[config.mk]
export PLATFORM = sky130hd
export DESIGN_NAME = fdma_chan_arbiter
export DESIGN_NICKNAME = d
export VERILOG_FILES = /design/src/rtl/fdma_arb_pkg.sv /design/src/rtl/fdma_owner_lock.sv /design/src/rtl/fdma_slot_sched.sv /design/src/rtl/fdma_chan_arbiter.sv
export SDC_FILE = /design/constraint.sdc
export NUM_CORES = 1
export LEC_CHECK = 0
export ABC_AREA = 1
export CAP_MARGIN = 20
export CORE_ASPECT_RATIO = 0.75
export CORE_MARGIN = 2
export CORE_UTILIZATION = 27
export DETAILED_ROUTE_END_ITERATION = 8
export DONT_BUFFER_PORTS = 1
export GPL_TIMING_DRIVEN = 0
export MAX_ROUTING_LAYER = met4
export PLACE_DENSITY_LB_ADDON = 0.15
export SYNTH_ARGS = -nofsm -noshare
export SYNTH_HDL_FRONTEND = slang
export SYNTH_SLANG_ARGS = --single-unit
[constraint.sdc]
create_clock -name clk -period 2.5 [get_ports clk]
set_clock_uncertainty 0.05 [all_clocks]
set_input_delay 0.25 -clock clk [delete_from_list [all_inputs] [get_ports clk]]
set_output_delay 0.25 -clock clk [all_outputs]
set_load 0.02 [all_outputs]
[src/rtl/fdma_arb_pkg.sv]
package fdma_arb_pkg;

    localparam int NUM_PORT = 2;

    // Which class of owner wins the service slot in a cycle
    typedef enum logic {
        DIR_INJ = 1'b0,
        DIR_EXT = 1'b1
    } dir_e;

    // One service slot toward the memory interface
    typedef struct packed {
        logic valid;
        logic port;
        dir_e dir;
    } slot_t;

    // Two-port choice: if both pending use the pointer, otherwise the one that is pending
    function automatic logic pick_port(logic [1:0] pend, logic ptr);
        logic r;
        if (pend == 2'b11) r = ptr;
        else               r = pend[1];
        return r;
    endfunction

endpackage

[src/rtl/fdma_owner_lock.sv]
module fdma_owner_lock #(
    parameter int N = 6
) (
    input  logic         clk,
    input  logic         rst,
    input  logic [N-1:0] elig,
    input  logic [N-1:0] eof,
    output logic [N-1:0] gnt
);

    logic         holding;
    logic [N-1:0] pick;
    logic [N-1:0] gnt_nxt;

    // Owner keeps the port until its own end-of-frame
    assign holding = (|gnt) && !(|(gnt & eof));

    // Highest eligible index wins a free port
    always_comb begin
        pick = '0;
        for (int i = 0; i < N; i++) begin
            if (elig[i]) begin
                pick    = '0;
                pick[i] = 1'b1;
            end
        end
    end

    assign gnt_nxt = holding ? gnt : pick;

    always_ff @(posedge clk) begin
        if (rst) gnt <= '0;
        else     gnt <= gnt_nxt;
    end

    // grant is one-hot or empty
    a_r6_onehot: assert property (@(posedge clk) disable iff (rst)
        $onehot0(gnt));

    // an owner without end-of-frame keeps its grant
    a_r4_hold: assert property (@(posedge clk) disable iff (rst)
        holding |=> (gnt == $past(gnt)));

    // a newly taken grant belongs to a channel that was eligible
    a_r3_elig: assert property (@(posedge clk) disable iff (rst)
        !holding |=> ((gnt & ~$past(elig)) == '0));

    // reset clears the grant
    a_r1_reset: assert property (@(posedge clk)
        rst |=> (gnt == '0));

endmodule

[src/rtl/fdma_slot_sched.sv]
module fdma_slot_sched
    import fdma_arb_pkg::*;
#(
    parameter int NUM_INJ = 6,
    parameter int CH_W    = 3
) (
    input  logic            clk,
    input  logic            rst,
    input  logic [1:0]      ext_act,
    input  logic [1:0]      inj_act,
    input  logic [CH_W-1:0] inj_idx0,
    input  logic [CH_W-1:0] inj_idx1,
    output logic            svc_valid,
    output logic            svc_port,
    output logic [CH_W-1:0] svc_chan
);

    logic       ptr;
    logic [1:0] act;
    slot_t      slot;

    always_comb begin
        slot.dir   = (|ext_act) ? DIR_EXT : DIR_INJ;
        act        = (slot.dir == DIR_EXT) ? ext_act : inj_act;
        slot.valid = |act;
        slot.port  = pick_port(act, ptr);
    end

    always_comb begin
        if (slot.dir == DIR_EXT)
            svc_chan = CH_W'(NUM_INJ) + CH_W'(slot.port);
        else
            svc_chan = slot.port ? inj_idx1 : inj_idx0;
    end

    assign svc_valid = slot.valid;
    assign svc_port  = slot.port;

    // Pointer moves away from the port just served
    always_ff @(posedge clk) begin
        if (rst)             ptr <= 1'b0;
        else if (slot.valid) ptr <= ~slot.port;
    end

    // a pending extraction owner always takes the slot
    a_r7_ext_first: assert property (@(posedge clk) disable iff (rst)
        (|ext_act) |-> (svc_valid && (svc_chan >= CH_W'(NUM_INJ))));

    // with both ports pending in the same class on consecutive cycles, the port alternates
    a_r8_alternate: assert property (@(posedge clk) disable iff (rst)
        ((act == 2'b11) && ($past(act) == 2'b11) && ($past(slot.dir) == slot.dir))
        |-> (slot.port != $past(slot.port)));

endmodule

[src/rtl/fdma_chan_arbiter.sv]
module fdma_chan_arbiter
    import fdma_arb_pkg::*;
#(
    parameter int NUM_INJ = 6,
    localparam int NUM_CH = NUM_INJ + NUM_PORT,
    localparam int CH_W   = $clog2(NUM_CH)
) (
    input  logic              clk,
    input  logic              rst,
    input  logic [NUM_CH-1:0] ch_en,
    input  logic [NUM_CH-1:0] ch_req,
    input  logic [NUM_CH-1:0] ch_eof,
    input  logic [NUM_INJ-1:0] inj_port_sel,
    output logic [NUM_INJ-1:0] inj_gnt_p0,
    output logic [NUM_INJ-1:0] inj_gnt_p1,
    output logic [1:0]        ext_gnt,
    output logic              svc_valid,
    output logic              svc_port,
    output logic [CH_W-1:0]   svc_chan
);

    logic [NUM_INJ-1:0] inj_en, inj_req, inj_eof;
    logic [NUM_INJ-1:0] inj_gnt  [NUM_PORT];
    logic [NUM_INJ-1:0] inj_elig [NUM_PORT];
    logic [CH_W-1:0]    inj_idx  [NUM_PORT];
    logic [1:0]         inj_act;
    logic [1:0]         ext_act;

    assign inj_en  = ch_en[NUM_INJ-1:0];
    assign inj_req = ch_req[NUM_INJ-1:0];
    assign inj_eof = ch_eof[NUM_INJ-1:0];

    for (genvar p = 0; p < NUM_PORT; p++) begin : g_port
        // Eligible: enabled, requesting, mapped here, not owned by the other port
        if (p == 0) begin : g_sel0
            assign inj_elig[p] = inj_en & inj_req & ~inj_port_sel & ~inj_gnt[1];
        end else begin : g_sel1
            assign inj_elig[p] = inj_en & inj_req & inj_port_sel & ~inj_gnt[0];
        end

        fdma_owner_lock #(.N(NUM_INJ)) u_inj_lock (
            .clk  (clk),
            .rst  (rst),
            .elig (inj_elig[p]),
            .eof  (inj_eof),
            .gnt  (inj_gnt[p])
        );

        fdma_owner_lock #(.N(1)) u_ext_lock (
            .clk  (clk),
            .rst  (rst),
            .elig (ch_en[NUM_INJ+p] & ch_req[NUM_INJ+p]),
            .eof  (ch_eof[NUM_INJ+p]),
            .gnt  (ext_gnt[p])
        );

        always_comb begin
            inj_idx[p] = '0;
            for (int i = 0; i < NUM_INJ; i++) begin
                if (inj_gnt[p][i]) inj_idx[p] = CH_W'(i);
            end
        end

        assign inj_act[p] = |(inj_gnt[p] & inj_req);
        assign ext_act[p] = ext_gnt[p] & ch_req[NUM_INJ+p];
    end

    assign inj_gnt_p0 = inj_gnt[0];
    assign inj_gnt_p1 = inj_gnt[1];

    fdma_slot_sched #(.NUM_INJ(NUM_INJ), .CH_W(CH_W)) u_sched (
        .clk       (clk),
        .rst       (rst),
        .ext_act   (ext_act),
        .inj_act   (inj_act),
        .inj_idx0  (inj_idx[0]),
        .inj_idx1  (inj_idx[1]),
        .svc_valid (svc_valid),
        .svc_port  (svc_port),
        .svc_chan  (svc_chan)
    );

    // no injection channel owns both ports
    a_r6_disjoint: assert property (@(posedge clk) disable iff (rst)
        ((inj_gnt_p0 & inj_gnt_p1) == '0));

    for (genvar i = 0; i < NUM_INJ; i++) begin : g_map_chk
        // a new grant appears on the port selected in the previous cycle
        a_r2_map_p0: assert property (@(posedge clk) disable iff (rst)
            $rose(inj_gnt_p0[i]) |-> !$past(inj_port_sel[i]));
        a_r2_map_p1: assert property (@(posedge clk) disable iff (rst)
            $rose(inj_gnt_p1[i]) |-> $past(inj_port_sel[i]));
        // an owner with enable cleared keeps its grant unless it ended its frame
        a_r5_keep_p0: assert property (@(posedge clk) disable iff (rst)
            (inj_gnt_p0[i] && !inj_en[i] && !inj_eof[i]) |=> inj_gnt_p0[i]);
    end

endmodule

# ---- Word-level counts from Yosys, hierarchy flattened
# Cells that the tools add are included.
# W data, S select, Z words.
dict set report totals {
  latch_bits 0
  ram_bits 0
  romBits 0
  reg_bits 15
  n_memories 0
  input_bits 32
  out_inout_bits 19
  elab_cells 71
}
dict set report classes {
  reduce_logical 16
  mux 29
  shift 0
  n_eq_ne 1
  multipliers 0
  bitwise 19
  add_sub_neg 1
  div 0
  n_lt_le_gt_ge 0
}
# op n
set ops {}
lappend ops {{$and A6 B6 Y6} 9}
lappend ops {{$mux W3} 12}
lappend ops {{$reduce_or A6 Y1} 6}
lappend ops {{$not A6 Y6} 3}
lappend ops {{$mux W6} 2}
lappend ops {{$mux W5} 2}
lappend ops {{$mux W1} 8}
lappend ops {{$mux W4} 2}
lappend ops {{$and A1 B1 Y1} 6}
lappend ops {{$mux W2} 3}
lappend ops {{$logic_and A1 B1 Y1} 4}
lappend ops {{$logic_not A1 Y1} 4}
lappend ops {{$reduce_or A2 Y1} 2}
lappend ops {{$add A2 B2 Y3 const A} 1}
lappend ops {{$eq A2 B2 Y1 const B} 1}
lappend ops {{$not A1 Y1} 1}

# ---- Logic depth before layout (Yosys ltp)
dict set report depth {
  depth_word 9
  depth_mapped 10
  mapped_depth_nobuf 10
}

# ---- Cells and area by module
# Synthesis repeated with hierarchy kept, for this count alone.
dict set report unflattened {
  cells_unflattened 225
  area_unflattened_um2 1218.7
}
# module seq_area_each_um2 area_per_inst_um2 n_inst cells_per_inst
set modules_own_cells {}
lappend modules_own_cells {{fdma_owner_lock (g_port[0].u_inj_lock ...)} 120.1 339.1 2 57}
lappend modules_own_cells {fdma_chan_arbiter 0.0 307.8 1 74}
lappend modules_own_cells {fdma_slot_sched 20.0 152.6 1 27}
lappend modules_own_cells {{fdma_owner_lock (g_port[0].u_ext_lock ...)} 20.0 40.0 2 5}

# ---- Worst setup path after synthesis
# Ideal clock, no wire load.
dict set report synth_path {
  path_type {register to output}
  startpoint {register g_port[0].u_inj_lock.gnt[1]}
  endpoint {output port svc_chan[0]}
  path_stages_with_launch 11
  n_path_buf 0
  setup_slack_ps 993
  required_time_ps 2200
  t_arrival_ps 1207
  cell_sequence {dfxtp_1 -> nand2_1 -> nand2_1 -> inv_1 -> nand2_1 -> nand2_1 -> nand2_2 -> nand2_4 -> nand2_4 -> nand3_1 -> nand2_1}
}
dict set report synth_via {
  elab_chain_len 7
  elab_cells_between_ends 13
  cone_classes {add/sub (1); eq/ne (1); mux (9); bitwise (1); reduce/logical (1)}
}
# item line
set synth_rtl {}
lappend synth_rtl {{start, declared} fdma_owner_lock.sv:8} ;# output logic [N-1:0] gnt
lappend synth_rtl {{start signal, assigned} fdma_owner_lock.sv:33} ;# else gnt <= gnt_nxt;
lappend synth_rtl {{$and A6 B6 Y6 or $mux W1 (tied branches)} {fdma_chan_arbiter.sv:64, fdma_chan_arbiter.sv:60}}
lappend synth_rtl {{$reduce_or A6 Y1 or $mux W3 (tied branches)} {fdma_chan_arbiter.sv:64, fdma_chan_arbiter.sv:60}}
lappend synth_rtl {{$mux W2 or $mux W3 (tied branches)} {fdma_slot_sched.sv:24, fdma_chan_arbiter.sv:60}}
lappend synth_rtl {{$eq A2 B2 Y1 or $mux W3 (tied branches)} {fdma_arb_pkg.sv:21, fdma_chan_arbiter.sv:60}}
lappend synth_rtl {{$mux W1 or $mux W3 (tied branches)} {fdma_arb_pkg.sv:21, fdma_chan_arbiter.sv:60}}
lappend synth_rtl {{$add A2 B2 Y3 or $mux W3 (tied branches)} {fdma_slot_sched.sv:31, fdma_slot_sched.sv:33}}
lappend synth_rtl {{$mux W3 *} fdma_slot_sched.sv:30} ;# if (slot.dir == DIR_EXT)
lappend synth_rtl {{end, declared} fdma_chan_arbiter.sv:19} ;# output logic [CH_W-1:0] svc_chan
# Mark *: on every way between the ends. The rest lies on a longest branch, timed or not.

# ---- Worst setup path after layout
dict set report layout_path {
  startpoint {register g_port[0].u_inj_lock.gnt[3]}
  endpoint {output port svc_chan[0]}
}
dict set report layout_via {
  elab_chain_len 7
  elab_cells_between_ends 11
  cone_classes {add/sub (1); eq/ne (1); mux (7); bitwise (1); reduce/logical (1)}
}
# item line
set layout_rtl {}
lappend layout_rtl {{$and A6 B6 Y6} fdma_chan_arbiter.sv:64} ;# assign inj_act[p] = |(inj_gnt[p] & inj_req);
lappend layout_rtl {{$reduce_or A6 Y1} fdma_chan_arbiter.sv:64}
lappend layout_rtl {{$mux W2} fdma_slot_sched.sv:24} ;# act = (slot.dir == DIR_EXT) ? ext_act : inj_act;
lappend layout_rtl {{$eq A2 B2 Y1} fdma_arb_pkg.sv:21} ;# if (pend == 2'b11) r = ptr;
lappend layout_rtl {{$mux W1} fdma_arb_pkg.sv:21}
lappend layout_rtl {{$add A2 B2 Y3 or $mux W3 (tied branches)} {fdma_slot_sched.sv:31, fdma_slot_sched.sv:33}}
lappend layout_rtl {{$mux W3 *} fdma_slot_sched.sv:30}
# Marked as above.

==> results.py <==
metrics = {
    "clock_network": {
        "postCtsSetupBuffers": 0,
        "cts.path.max_buffers": 2,
        "ctsHoldBuffers": 1,
        "cts_sinks": 15,
        "clk_pin_slew_ns": 0.07,
        "cts_tree": "done",
        "h-tree-depth": 1,
        "cts_root_buf": "clkbuf_8",
        "postCtsResizedCells": 0,
        "cts-buffers-inserted": 3,
        "clk_latency_ns": 0.25,
    },
    "detailed_routing": {
        "ant_nets": 0,
        "drtIter0Drc": 41,
        "wirelength_um": 3530,
        "dr.pass1.iters": 4,
        "drcViolationCount": 0,
        "dr_total_vias": 1204,
        "viasPerCell": 4.74,
        "routed_wire_length_per_instance_um": 13.9,
    },
    "timing": {
        "drv_slew": 0,
        "finalSetupViolCount": 0,
        "worstMarginPinSlew_ns": 0.456,
        "period_needed_ns": 1.97,
        "rsz0062_at_grt": "false",
        "finalHoldViolations": 0,
        "fmax_ghz": 0.506,
        "min_period_over_period_pct": 79.0,
        "max_slew_margin_pct": 69.6,
        "hold_slack_ns": 0.00845,
        "setup_tns_ns": 0,
    },
    "floorplan": {
        "rows": 20,
        "die-area_um2": 4750,
        "die_h_um": 60.2,
        "dieWidth_um": 78.9,
        "coreArea_um2": 4050,
        "initial_utilization_pct": 28.0,
        "pin_count": 51,
    },
    "yosys": {
        "synth_area_leaders": "dfxtp_1 (26%), nand2_1 (18%), inv_1 (8.9%)",
        "synth_seq_cells": 15,
        "avgSynthCellArea_um2": 5.86,
        "yosys.area.top_type": "dfxtp_1",
        "synth_nets": 226,
        "syn_area_um2": 1140,
        "ys_types": 21,
        "yosys_warnings": 0,
        "synthCells": 194,
        "ys_seq_area_share_pct": 26.4,
        "synth_top_area_share_pct": 26.4,
    },
    "critical_path": {
        "criticalPathCategory": "reg2out",
        "critical_path_arrival_ns": 1.67,
        "crit_chain": "nand2_1 > nand2_1 > nor2_1 > nand2_1 > nand2_1 > nand2_2 > nand2_4 > nand2_4 > nand3_1 > nand2_1",
        "critical-path-max-stage-delay_ns": 0.60,
        "crit_top_cell": "nand2_1",
        "end_kind": "output port",
        "cp_slowest_cell": "dfxtp_1",
        "crit_fanout": 7,
        "crit_buf_inv": 0,
        "rrSetupSlack_ns": 1.04,
        "cp.required_ns": 2.20,
        "worstSetupStartpointType": "flip-flop",
        "critical_path.top_delay_family": "simple AND/OR/NAND/NOR gates",
    },
    "power_and_ir_drop": {
        "p_switching_uw": 702,
        "power_density_nw_per_um2": 1050,
        "power_leakage_uw": 0.000603,
        "p_comb_share_pct": 50.1,
        "internal-power_uw": 626,
        "clkPwrFrac_pct": 15.4,
        "power_uw": 1330,
        "irDropWorstVdd_uv": 308,
        "p_seq_share_pct": 34.5,
        "swShare_pct": 52.9,
    },
    "place": {
        "dpl.hpwl_um": 2890,
        "place_congestion": 0.806,
        "io_buffers": 0,
        "dp_cells": 249,
    },
    "finish": {
        "final_nets": 232,
        "layout-drive-gt1-share_pct": 11.1,
        "n_fill_cell": 481,
        "post-route-util_pct": 31.1,
        "areaGrowthSynthToFinish_pct": 10.9,
        "seq_area_um2": 300,
        "fin_cells": 254,
        "diodes": 0,
        "multi_input_area_um2": 704,
    },
    "grt": {
        "grt_usage_pct": 15.7,
        "grt-ovfl-total": 0,
        "antenna_found_initial": 0,
        "grt_max_degree": 10,
        "grt_pass1_vias": 1051,
        "grt_pass1_wl_um": 5380,
    },
    "worst_hold_path": {
        "hold_class": "in2reg",
    },
    "outcome": {
        "outcome": "completed",
    },
    "flow_run": {
        "drv_cap": 0,
    },
}
-- per-layer routing --
metal	up-vias	track usage, %	routed length (um)
li1	627	-	-
met1	543	22.2	1810
met2	32	22.8	1490
met3	2	4.38	217
met4	0	2.22	11
met5	-	-	0
-- synth_stat cells --
library cell and number:
nand3_1 18, nor2_1 24, o21ai_1 4, a21oi_1 10, nor3b_1 2, a21oi_2 1, inv_2 4, nor3_1 6
inv_1 27, o21ai_0 11, buf_4 2, nand3b_1 2, nand2_1 53, nor2_2 3, dfxtp_1 15, o211a_1 1
nand3_4 1, nand3_2 2, nand2_2 3, nand4_1 2, nand2_4 3
-- registers in the layout (all words and copies together) (netlist names) --
name / flops
g_port.u_inj_lock.gnt: 12
g_port.u_ext_lock.gnt: 2
u_sched.ptr: 1
-- worst reg2reg max path: cells and delay by family, from the launching register on --
kind                   cells  cell delay (ns)
AO/OA/AOI/OAI              1             0.14
buffers and inverters      1             0.13
flip-flops                 1             0.59
AND/OR/NAND/NOR            4             0.48
-- cells by family (layout without fill, tap and decap cells) --
kind of cell,after synthesis,count (layout),synth area share [%]
flip-flops,15,15,26.4
AO/OA/AOI/OAI,27,27,12.7
buffers and inverters,33,38,11.6
AND/OR/NAND/NOR,119,119,49.3
-- metrics by stage --
stage               setup WS [ns]  area, um2
floorplan                   0.993       1140
global placement            0.777       1200
detailed placement          0.799       1200
CTS                         0.523       1260
global route                0.363       1260
finish                      0.525       1260
-- power groups by stage --
stage	logic (uW)	registers, uW	clock network, uW
4_1_cts	676	456	213
5_1_grt	760	474	222
3_3_place_gp	673	461	0
2_1_floorplan	566	424	0
6_report	666	458	204
3_5_place_dp	671	461	0
-- worst paths after layout --
check / start / endpoint / cells past startpoint
worst max-delay path: g_port[0].u_inj_lock.gnt[3]$_SDFFE_PP0N_ / svc_chan[0] / 10
worst min-delay path: rst / g_port[1].u_inj_lock.gnt[4]$_SDFFE_PP0N_ / 1
worst max register to register: g_port[0].u_inj_lock.gnt[4]$_SDFFE_PP0N_ / g_port[0].u_inj_lock.gnt[4]$_SDFFE_PP0N_ / 6
worst min register to register: g_port[0].u_ext_lock.gnt$_SDFFE_PP0N_ / g_port[0].u_ext_lock.gnt$_SDFFE_PP0N_ / 2
-- final cells by class --
type,count,area share [%]
Inverter,31,9.24
Tap cell,55,5.46
Buffer,2,1.19
Sequential cell,15,23.8
Multi-Input combinational cell,146,55.9
Timing Repair Buffer,1,0.794
Clock buffer,4,3.57
-- cells in the final DEF (no fill, tap or decap) --
cell type,netlist,layout
buf_4,2,2
nand3_4,1,1
nand3_2,2,2
nand2_1,53,53
dfxtp_1,15,15
nand3b_1,2,2
dlygate4sd3_1,0,1
clkbuf_1,0,1
nor3_1,6,6
nor2_1,24,24
nor2_2,3,3
nor3b_1,2,2
o21ai_1,4,4
inv_1,27,27
inv_2,4,4
clkbuf_8,0,3
nand3_1,18,18
nand2_4,3,3
nand4_1,2,2
o21ai_0,11,11
o211a_1,1,1
a21oi_2,1,1
nand2_2,3,3
a21oi_1,10,10
Note: power is estimated with default switching activity, not from simulation.
